### src/rtl/jtab_pkg.sv
package jtab_pkg;
   localparam int CAUSE_W = 4;
   localparam logic [CAUSE_W-1:0] CAUSE_ACCESS  = 4'd1;
   localparam logic [CAUSE_W-1:0] CAUSE_ILLEGAL = 4'd2;

   typedef enum logic [0:0] {ST_IDLE = 1'b0, ST_WAIT = 1'b1} jt_state_e;

   typedef struct packed {
      logic               fault;
      logic [CAUSE_W-1:0] cause;
   } jt_chk_t;
endpackage

### src/rtl/jtab_check.sv
module jtab_check
   import jtab_pkg::*;
#(
   parameter int XLEN   = 64,
   parameter int MODE_W = 6
) (
   input  logic               perm_ok,
   input  logic [CAUSE_W-1:0] perm_cause,
   input  logic [XLEN-1:0]    tbl_reg,
   output jt_chk_t            res
);
   // Permission verdict outranks the mode field.
   always_comb begin
      res.fault = 1'b0;
      res.cause = '0;
      if (!perm_ok) begin
         res.fault = 1'b1;
         res.cause = perm_cause;
      end else if (tbl_reg[MODE_W-1:0] != '0) begin
         res.fault = 1'b1;
         res.cause = CAUSE_ILLEGAL;
      end
   end
endmodule

### src/rtl/jtab_addr.sv
module jtab_addr #(
   parameter int XLEN   = 64,
   parameter int IDX_W  = 8,
   parameter int MODE_W = 6
) (
   input  logic [XLEN-1:0]  tbl_reg,
   input  logic [IDX_W-1:0] idx,
   input  logic             wide,
   output logic [XLEN-1:0]  addr,
   output logic             size
);
   localparam logic [XLEN-1:0] MODE_MASK = {{(XLEN-MODE_W){1'b0}}, {MODE_W{1'b1}}};

   logic [XLEN-1:0] base;
   logic [XLEN-1:0] idx_ext;

   assign base    = tbl_reg & ~MODE_MASK;
   assign idx_ext = {{(XLEN-IDX_W){1'b0}}, idx};

   generate
      if (XLEN == 64) begin : g_dual
         logic [31:0]     narrow_sum;
         logic [XLEN-1:0] wide_sum;
         assign narrow_sum = base[31:0] + {idx_ext[29:0], 2'b00};
         assign wide_sum   = base + {idx_ext[XLEN-4:0], 3'b000};
         assign addr = wide ? wide_sum : {32'd0, narrow_sum};
         assign size = wide;
      end else begin : g_narrow
         logic unused_wide;
         assign unused_wide = wide;
         assign addr = base + {idx_ext[XLEN-3:0], 2'b00};
         assign size = 1'b0;
      end
   endgenerate
endmodule

### src/rtl/jtab_fmt.sv
module jtab_fmt #(
   parameter int XLEN = 64
) (
   input  logic [XLEN-1:0] rdata,
   input  logic            wide,
   output logic [XLEN-1:0] target
);
   generate
      if (XLEN == 64) begin : g_dual
         assign target = wide ? {rdata[63:1], 1'b0}
                              : {32'd0, rdata[31:1], 1'b0};
      end else begin : g_narrow
         logic unused_wide;
         assign unused_wide = wide;
         assign target = {rdata[XLEN-1:1], 1'b0};
      end
   endgenerate
endmodule

### src/rtl/jtab_target_unit.sv
module jtab_target_unit
   import jtab_pkg::*;
#(
   parameter int XLEN   = 64,
   parameter int IDX_W  = 8,
   parameter int MODE_W = 6
) (
   input  logic               clk,
   input  logic               rst_n,
   input  logic               start,
   input  logic [IDX_W-1:0]   idx,
   input  logic [XLEN-1:0]    tbl_reg,
   input  logic               wide,
   input  logic               perm_ok,
   input  logic [CAUSE_W-1:0] perm_cause,
   output logic               busy,
   output logic               mem_req,
   output logic [XLEN-1:0]    mem_addr,
   output logic               mem_size,
   input  logic               mem_valid,
   input  logic [XLEN-1:0]    mem_rdata,
   input  logic               mem_err,
   output logic               done,
   output logic               exc,
   output logic [CAUSE_W-1:0] exc_cause,
   output logic [XLEN-1:0]    target
);
   initial begin
      assert (XLEN == 32 || XLEN == 64)
         else $error("jtab_target_unit: XLEN must be 32 or 64");
      assert (IDX_W >= 1 && IDX_W <= XLEN - 3)
         else $error("jtab_target_unit: IDX_W out of range");
      assert (MODE_W >= 1 && MODE_W < XLEN)
         else $error("jtab_target_unit: MODE_W out of range");
   end

   jt_chk_t         chk;
   logic [XLEN-1:0] addr_d;
   logic            size_d;
   logic [XLEN-1:0] fmt_tgt;
   logic            wide_eff;

   jt_state_e          state_q;
   logic [XLEN-1:0]    addr_q;
   logic               size_q;
   logic               done_q;
   logic               exc_q;
   logic [CAUSE_W-1:0] cause_q;
   logic [XLEN-1:0]    tgt_q;

   assign wide_eff = (XLEN == 64) ? wide : 1'b0;

   jtab_check #(.XLEN(XLEN), .MODE_W(MODE_W)) u_check (
      .perm_ok    (perm_ok),
      .perm_cause (perm_cause),
      .tbl_reg    (tbl_reg),
      .res        (chk)
   );

   jtab_addr #(.XLEN(XLEN), .IDX_W(IDX_W), .MODE_W(MODE_W)) u_addr (
      .tbl_reg (tbl_reg),
      .idx     (idx),
      .wide    (wide_eff),
      .addr    (addr_d),
      .size    (size_d)
   );

   // Width of the held request decides the formatting of the response.
   jtab_fmt #(.XLEN(XLEN)) u_fmt (
      .rdata  (mem_rdata),
      .wide   (size_q),
      .target (fmt_tgt)
   );

   always_ff @(posedge clk or negedge rst_n) begin
      if (!rst_n) begin
         state_q <= ST_IDLE;
         addr_q  <= '0;
         size_q  <= 1'b0;
         done_q  <= 1'b0;
         exc_q   <= 1'b0;
         cause_q <= '0;
         tgt_q   <= '0;
      end else begin
         done_q  <= 1'b0;
         exc_q   <= 1'b0;
         cause_q <= '0;
         case (state_q)
            ST_IDLE: begin
               if (start) begin
                  if (chk.fault) begin
                     done_q  <= 1'b1;
                     exc_q   <= 1'b1;
                     cause_q <= chk.cause;
                     tgt_q   <= '0;
                  end else begin
                     state_q <= ST_WAIT;
                     addr_q  <= addr_d;
                     size_q  <= size_d;
                  end
               end
            end
            ST_WAIT: begin
               if (mem_valid) begin
                  state_q <= ST_IDLE;
                  done_q  <= 1'b1;
                  if (mem_err) begin
                     exc_q   <= 1'b1;
                     cause_q <= CAUSE_ACCESS;
                     tgt_q   <= '0;
                  end else begin
                     tgt_q <= fmt_tgt;
                  end
               end
            end
            default: state_q <= ST_IDLE;
         endcase
      end
   end

   assign busy      = (state_q == ST_WAIT);
   assign mem_req   = (state_q == ST_WAIT);
   assign mem_addr  = addr_q;
   assign mem_size  = size_q;
   assign done      = done_q;
   assign exc       = exc_q;
   assign exc_cause = cause_q;
   assign target    = tgt_q;
endmodule

### config.mk
export PLATFORM = sky130hd
export DESIGN_NAME = jtab_target_unit
export DESIGN_NICKNAME = d
export VERILOG_FILES = /design/src/rtl/jtab_pkg.sv /design/src/rtl/jtab_check.sv /design/src/rtl/jtab_addr.sv /design/src/rtl/jtab_fmt.sv /design/src/rtl/jtab_target_unit.sv
export SDC_FILE = /design/constraint.sdc
export NUM_CORES = 1
export LEC_CHECK = 0
export ABC_AREA = 1
export BUFFER_PORTS_ARGS = -buffer_cell sky130_fd_sc_hd__buf_2
export CAP_MARGIN = 10
export CELL_PAD_IN_SITES_DETAIL_PLACEMENT = 2
export CELL_PAD_IN_SITES_GLOBAL_PLACEMENT = 2
export CORE_AREA = 2 2 184 186
export DETAILED_ROUTE_END_ITERATION = 6
export DIE_AREA = 0 0 186 188
export GPL_TIMING_DRIVEN = 0
export PLACE_DENSITY_LB_ADDON = 0.1
export SLEW_MARGIN = 20
export SYNTH_ARGS = -nofsm -noshare
export SYNTH_HDL_FRONTEND = slang
export SYNTH_SLANG_ARGS = --single-unit
export TNS_END_PERCENT = 100
### constraint.sdc
create_clock -name clk -period 1.5 [get_ports clk]
set_input_delay 0.075 -clock clk [delete_from_list [all_inputs] [get_ports clk]]
set_output_delay 0.075 -clock clk [all_outputs]
set_load 0.05 [all_outputs]
# ---- After elaboration in Yosys (flattened, before gate mapping)
# Cells that the tools add are included.
dict set report totals {
  reg_bits 136
  inputBits 147
  output_inout_bits 137
  wordCells 42
}
dict set report classes {
  add_sub_neg 2
  n_eq_ne 3
  n_mux 25
  bitwise_logic 2
  n_reduce_logical 3
}
# operator n
set op_table {}
lappend op_table {{$mux 64} 6}
lappend op_table {{$pmux 64 s2} 1}
lappend op_table {{$add 64x11->64} 1}
lappend op_table {{$add 32x10->32} 1}
lappend op_table {{$mux 1} 10}
lappend op_table {{$mux 5} 2}
lappend op_table {{$mux 4} 2}
lappend op_table {{$pmux 4 s2} 1}
lappend op_table {{$ne 2x2->1 const B} 3}
lappend op_table {{$pmux 1 s2} 3}
lappend op_table {{$reduce_and 3->1} 2}
lappend op_table {{$reduce_bool 6->1} 1}
lappend op_table {{$not 1->1} 2}

# ---- Logic depth before layout (Yosys ltp)
dict set report depth {
  word_depth 6
  mapped_depth 13
  ltp_nobuf 13
}

# ---- Hierarchy
# Synthesis repeated with hierarchy kept, for this count alone.
dict set report hier_totals {
  hier_cells 1373
  area_unflattened_um2 9088.7
}
# module instances cells_each area_each_um2 seq_area_each_um2
set modules_own_cells {}
lappend modules_own_cells {jtab_target_unit 1 597 5532.8 3403.3}
lappend modules_own_cells {jtab_addr 1 661 2970.3 0.0}
lappend modules_own_cells {jtab_fmt 1 100 518.0 0.0}
lappend modules_own_cells {jtab_check 1 15 67.6 0.0}

# ---- Least setup slack after synthesis
# Ideal clock, no wire load.
dict set report synth_path {
  path_type {reg-to-reg}
  start {register state_q, in the netlist busy}
  end {register tgt_q[37], in the netlist target[37]}
  setup_ns 0.077
  t_arrival_ns 1.652
  required_time_ns 1.423
  slack_ns -0.229
  stages_incl_launch_ff 7
  path_cell_list {dfrtp_1 > nor2_1 > nand2_2 > nand2_2 > clkbuf_1 > nor2_1 > a21oi_1}
}
dict set report synth_between {
  elab_chain_cells 3
}
# item line
set synth_lines {}
lappend synth_lines {{start: declaration} jtab_target_unit.sv:43} ;# jt_state_e state_q;
lappend synth_lines {{start signal: assignment} jtab_target_unit.sv:77} ;# state_q <= ST_IDLE;
lappend synth_lines {{start signal: assignment} jtab_target_unit.sv:97} ;# state_q <= ST_WAIT;
lappend synth_lines {{start signal: assignment} jtab_target_unit.sv:105} ;# state_q <= ST_IDLE;
lappend synth_lines {{$not 1->1} --}
lappend synth_lines {{$ne 2x2->1 (no line)} --}
lappend synth_lines {{$reduce_and 3->1 (no line)} --}
lappend synth_lines {{end signal: assignment} jtab_target_unit.sv:112} ;# tgt_q <= fmt_tgt;
lappend synth_lines {{end: declaration} jtab_target_unit.sv:49} ;# logic [XLEN-1:0] tgt_q;
# Parallel ways exist; a longest one is shown, timed or not.
# A chain may end at the register's enable or synchronous reset.

# ---- Worst setup path in the final report
dict set report layout_path {
  start {register state_q, in the netlist busy}
  end {register addr_q[53], in the netlist mem_addr[53]}
}
dict set report layout_between {
  elab_chain_cells 2
}
# item line
set layout_lines {}
lappend layout_lines {{$not 1->1} --}
lappend layout_lines {{$reduce_and 3->1 (no line)} --}
lappend layout_lines {{end signal: assignment} jtab_target_unit.sv:98} ;# addr_q <= addr_d;
lappend layout_lines {{end: declaration} jtab_target_unit.sv:44} ;# logic [XLEN-1:0] addr_q;
# No other way between the ends.

==> flow_metrics.py <==
metrics = {
    "final_layout": {
        "fin_nets": 1712,
        "final_cell_count_no_fill": 2017,
        "design_area_mm2": 0.0122,
        "fillCellCount": 3942,
        "area_growth_pct": 55.6,
        "mostFrequentLayoutCell": "nand2_1",
        "drive_gt1_frac": 0.292,
        "mostFrequentLayoutCells": "376 x nand2_1, 284 x buf_2, 147 x nor2_1",
    },
    "placement": {
        "place_ws_ns": -0.522,
        "hpwl_mm": 28.5,
        "place_inst": 1848,
        "postPlaceCellArea_mm2": 0.00986,
        "port_buffers": 278,
        "gp_congestion": 0.826,
    },
    "synth": {
        "ys_seq_elements": 133,
        "yosys.area.top_type": "dfrtp_1",
        "yosysWarnings": 0,
        "synthTopCellsByArea": "dfrtp_1 43%, nand2_1 19%, nand3_1 8.6%, nor2_1 7.6%, inv_1 4.0%",
        "synth.distinct_cells": 42,
        "syn_avg_cell_area_um2": 6.98,
        "synth_area_mm2": 0.00781,
        "yosysSeqAreaShare": 0.426,
        "synthCells": 1119,
        "synth.top_cell.area_share": 0.426,
    },
    "detailed_routing": {
        "vias_per_cell": 4.59,
        "drtAntennaViolNets": 0,
        "top_layer": "met4",
        "dr.pass1.iters": 4,
        "wl_met2_mm": 19.8,
        "wl_per_cell_um": 19.0,
        "wl_met3_mm": 1.84,
        "dr.first_iter.drc_count": 318,
        "vias": 9250,
        "drc": 0,
        "wl_met1_mm": 16.0,
        "routed_wl_mm": 38.3,
    },
    "power": {
        "ir_worst_vdd_mv": 0.795,
        "power_uw": 10700,
        "p_leak_uw": 0.00629,
        "power.density_mw_per_mm2": 878,
    },
    "critical_path": {
        "regToRegEndpoint": "mem_addr[53]",
        "worstPathArrival_ns": 1.90,
        "r2r_start": "busy",
        "start_kind": "register",
        "required_ns": 1.88,
        "path_max_fanout": 10,
        "worstRegToRegCells": 9,
        "criticalPathCategory": "reg2reg",
        "end_kind": "register",
        "r2r_slack_ns": -0.02,
    },
    "worst_hold_path": {
        "min-delay-start": "tbl_reg[22]",
        "min_to": "mem_addr[22]",
        "hp-class": "in2reg",
        "min_path_cells": 5,
    },
    "sta": {
        "hold_viol_final": 0,
        "post-route-period-util": 1.01,
        "min_period_ns": 1.52,
        "relSlewSlack": 0.645,
        "maxSlewViolCount": 0,
        "rsz0062_at_grt": "true",
        "maxClockFrequency_mhz": 659,
        "fin_skew_ns": 0.0126,
        "setup_violations": 2,
        "tightestPinTransition_ns": 0.533,
        "setup_slack_ns": -0.0174,
    },
    "floorplanning": {
        "die-area_mm2": 0.0350,
        "start_util": 0.236,
        "placementRows": 67,
        "core_area_mm2": 0.0331,
        "die_w_um": 186,
        "pin_count": 284,
        "die_h_um": 188,
    },
    "cts": {
        "cts_htree_levels": 4,
        "cts-root-buf": "clkbuf_16",
        "cts_sinks": 133,
        "clk_latency_ns": 0.44,
        "cts_buffers": 17,
        "clock_path_buffers": 2,
        "cts_tree": "built",
        "path_clk_slew_ns": 0.07,
    },
    "status": {
        "status": "complete, but fails checks",
        "violations": "setup timing",
    },
    "global_routing": {
        "antenna_found_initial": 2,
        "grt_pass1_vias": 10300,
        "grt_pass1_wl_mm": 58.8,
        "grt_util_all_layers": 0.220,
        "grt_max_degree": 79,
        "grt_overflow_total": 0,
    },
    "run": {
        "drv_cap": 0,
    },
}
-- synthesized netlist by cell type, drive strengths merged --
library cell  number
nor2             173
nor3b              1
clkinv             1
o21ai             27
o211ai             2
o21bai             3
nand4             18
or2                2
a21o               4
clkbuf            17
a31o               1
nand2            399
xor2               2
a31oi              6
and3               1
nand3b             6
nand3            136
nor3               9
fa                 2
conb               1
nor4               1
inv               88
dfrtp            133
buf               24
a21oi             45
xnor2              5
ha                 9
and2               3
-- cell families after synthesis --
family / after synthesis / share of synthesized area
compound gates: 88 / 0.0626
xor+xnor: 7 / 0.00785
fa+ha+maj: 11 / 0.0195
buf+inv: 130 / 0.0719
flops: 133 / 0.426
other cells: 1 / 0.000480
simple gates: 749 / 0.412
-- where the power goes --
group | internal, uW | leakage [uW] | switching (uW)
sequential | 3790 | 0.00178 | 108
combinational | 806 | 0.00423 | 1690
clock | 2440 | 0.000284 | 1850
total | 7030 | 0.00629 | 3640
-- area by class of cell --
| cell class | count | area, um2 | share of cell area |
|---|---|---|---|
| clock buffer | 20 | 467 | 0.0384 |
| inverter | 89 | 340 | 0.0280 |
| tap | 448 | 561 | 0.0461 |
| buffer | 39 | 360 | 0.0296 |
| sequential | 133 | 3330 | 0.274 |
| clock inverter | 12 | 116 | 0.00957 |
| timing repair buffer | 415 | 2820 | 0.232 |
| multi-input combinational | 859 | 4160 | 0.342 |
| antenna | 2 | 5.00 | 0.000412 |
-- critical path, cell delays in order, from the launching register on --
cell and delay, ns:
dfrtp_2 0.44, nor2_4 0.15, buf_6 0.13, nand2_8 0.08, nor2_8 0.18, inv_4 0.07, buf_12 0.15, nor2_2 0.12
nand2_2 0.08, nand2_1 0.06
-- how the worst max path moves through the flow --
| stage | from | end | slack [ns] | cells after the start |
|---|---|---|---|---|
| 2_1_floorplan | busy | target[33] | -0.06 | 5 |
| 3_3_place_gp | rst_n | mem_size | -2.12 | 1 |
| 3_5_place_dp | tbl_reg[10] | mem_addr[61] | -0.52 | 12 |
| 4_1_cts | busy | mem_addr[50] | -0.07 | 7 |
| 5_1_grt | busy | mem_addr[53] | -0.12 | 9 |
| 6_report | busy | mem_addr[53] | -0.02 | 9 |
-- through the flow --
step | TNS, ns | hold WS, ns | utilization
2_1_floorplan | -1.66 | -0.221 | -
3_3_place_gp | -285.32 | 0.272 | 0.297
3_5_place_dp | -42.72 | 0.0416 | 0.298
4_1_cts | -0.533 | 0.00145 | 0.353
5_1_grt | -3.48 | 0.0315 | 0.367
6_report | -0.0338 | 0.0147 | 0.367
-- layer usage --
metal / track usage / up-vias
met5: 0 / -
met4: 0.0730 / 0
li1: - / 4449
met2: 0.396 / 219
met3: 0.0425 / 44
met1: 0.259 / 4538
-- sequential cells by signal (all words and copies together) (netlist names) --
name       flops
busy           1
done           1
exc            1
exc_cause      4
mem_addr      62
mem_size       1
target        63
-- repair_timing --
action                                  4_1_cts  5_1_grt
gates resized for setup                      32       92
cloned                                        1        4
endpoints found under the setup margin      127      125
pin swaps                                     3       14
hold buffers                                109        1
hold endpoints to repair                    158        1
buffers inserted                              9       13
Power figures use the tool's default switching activity.
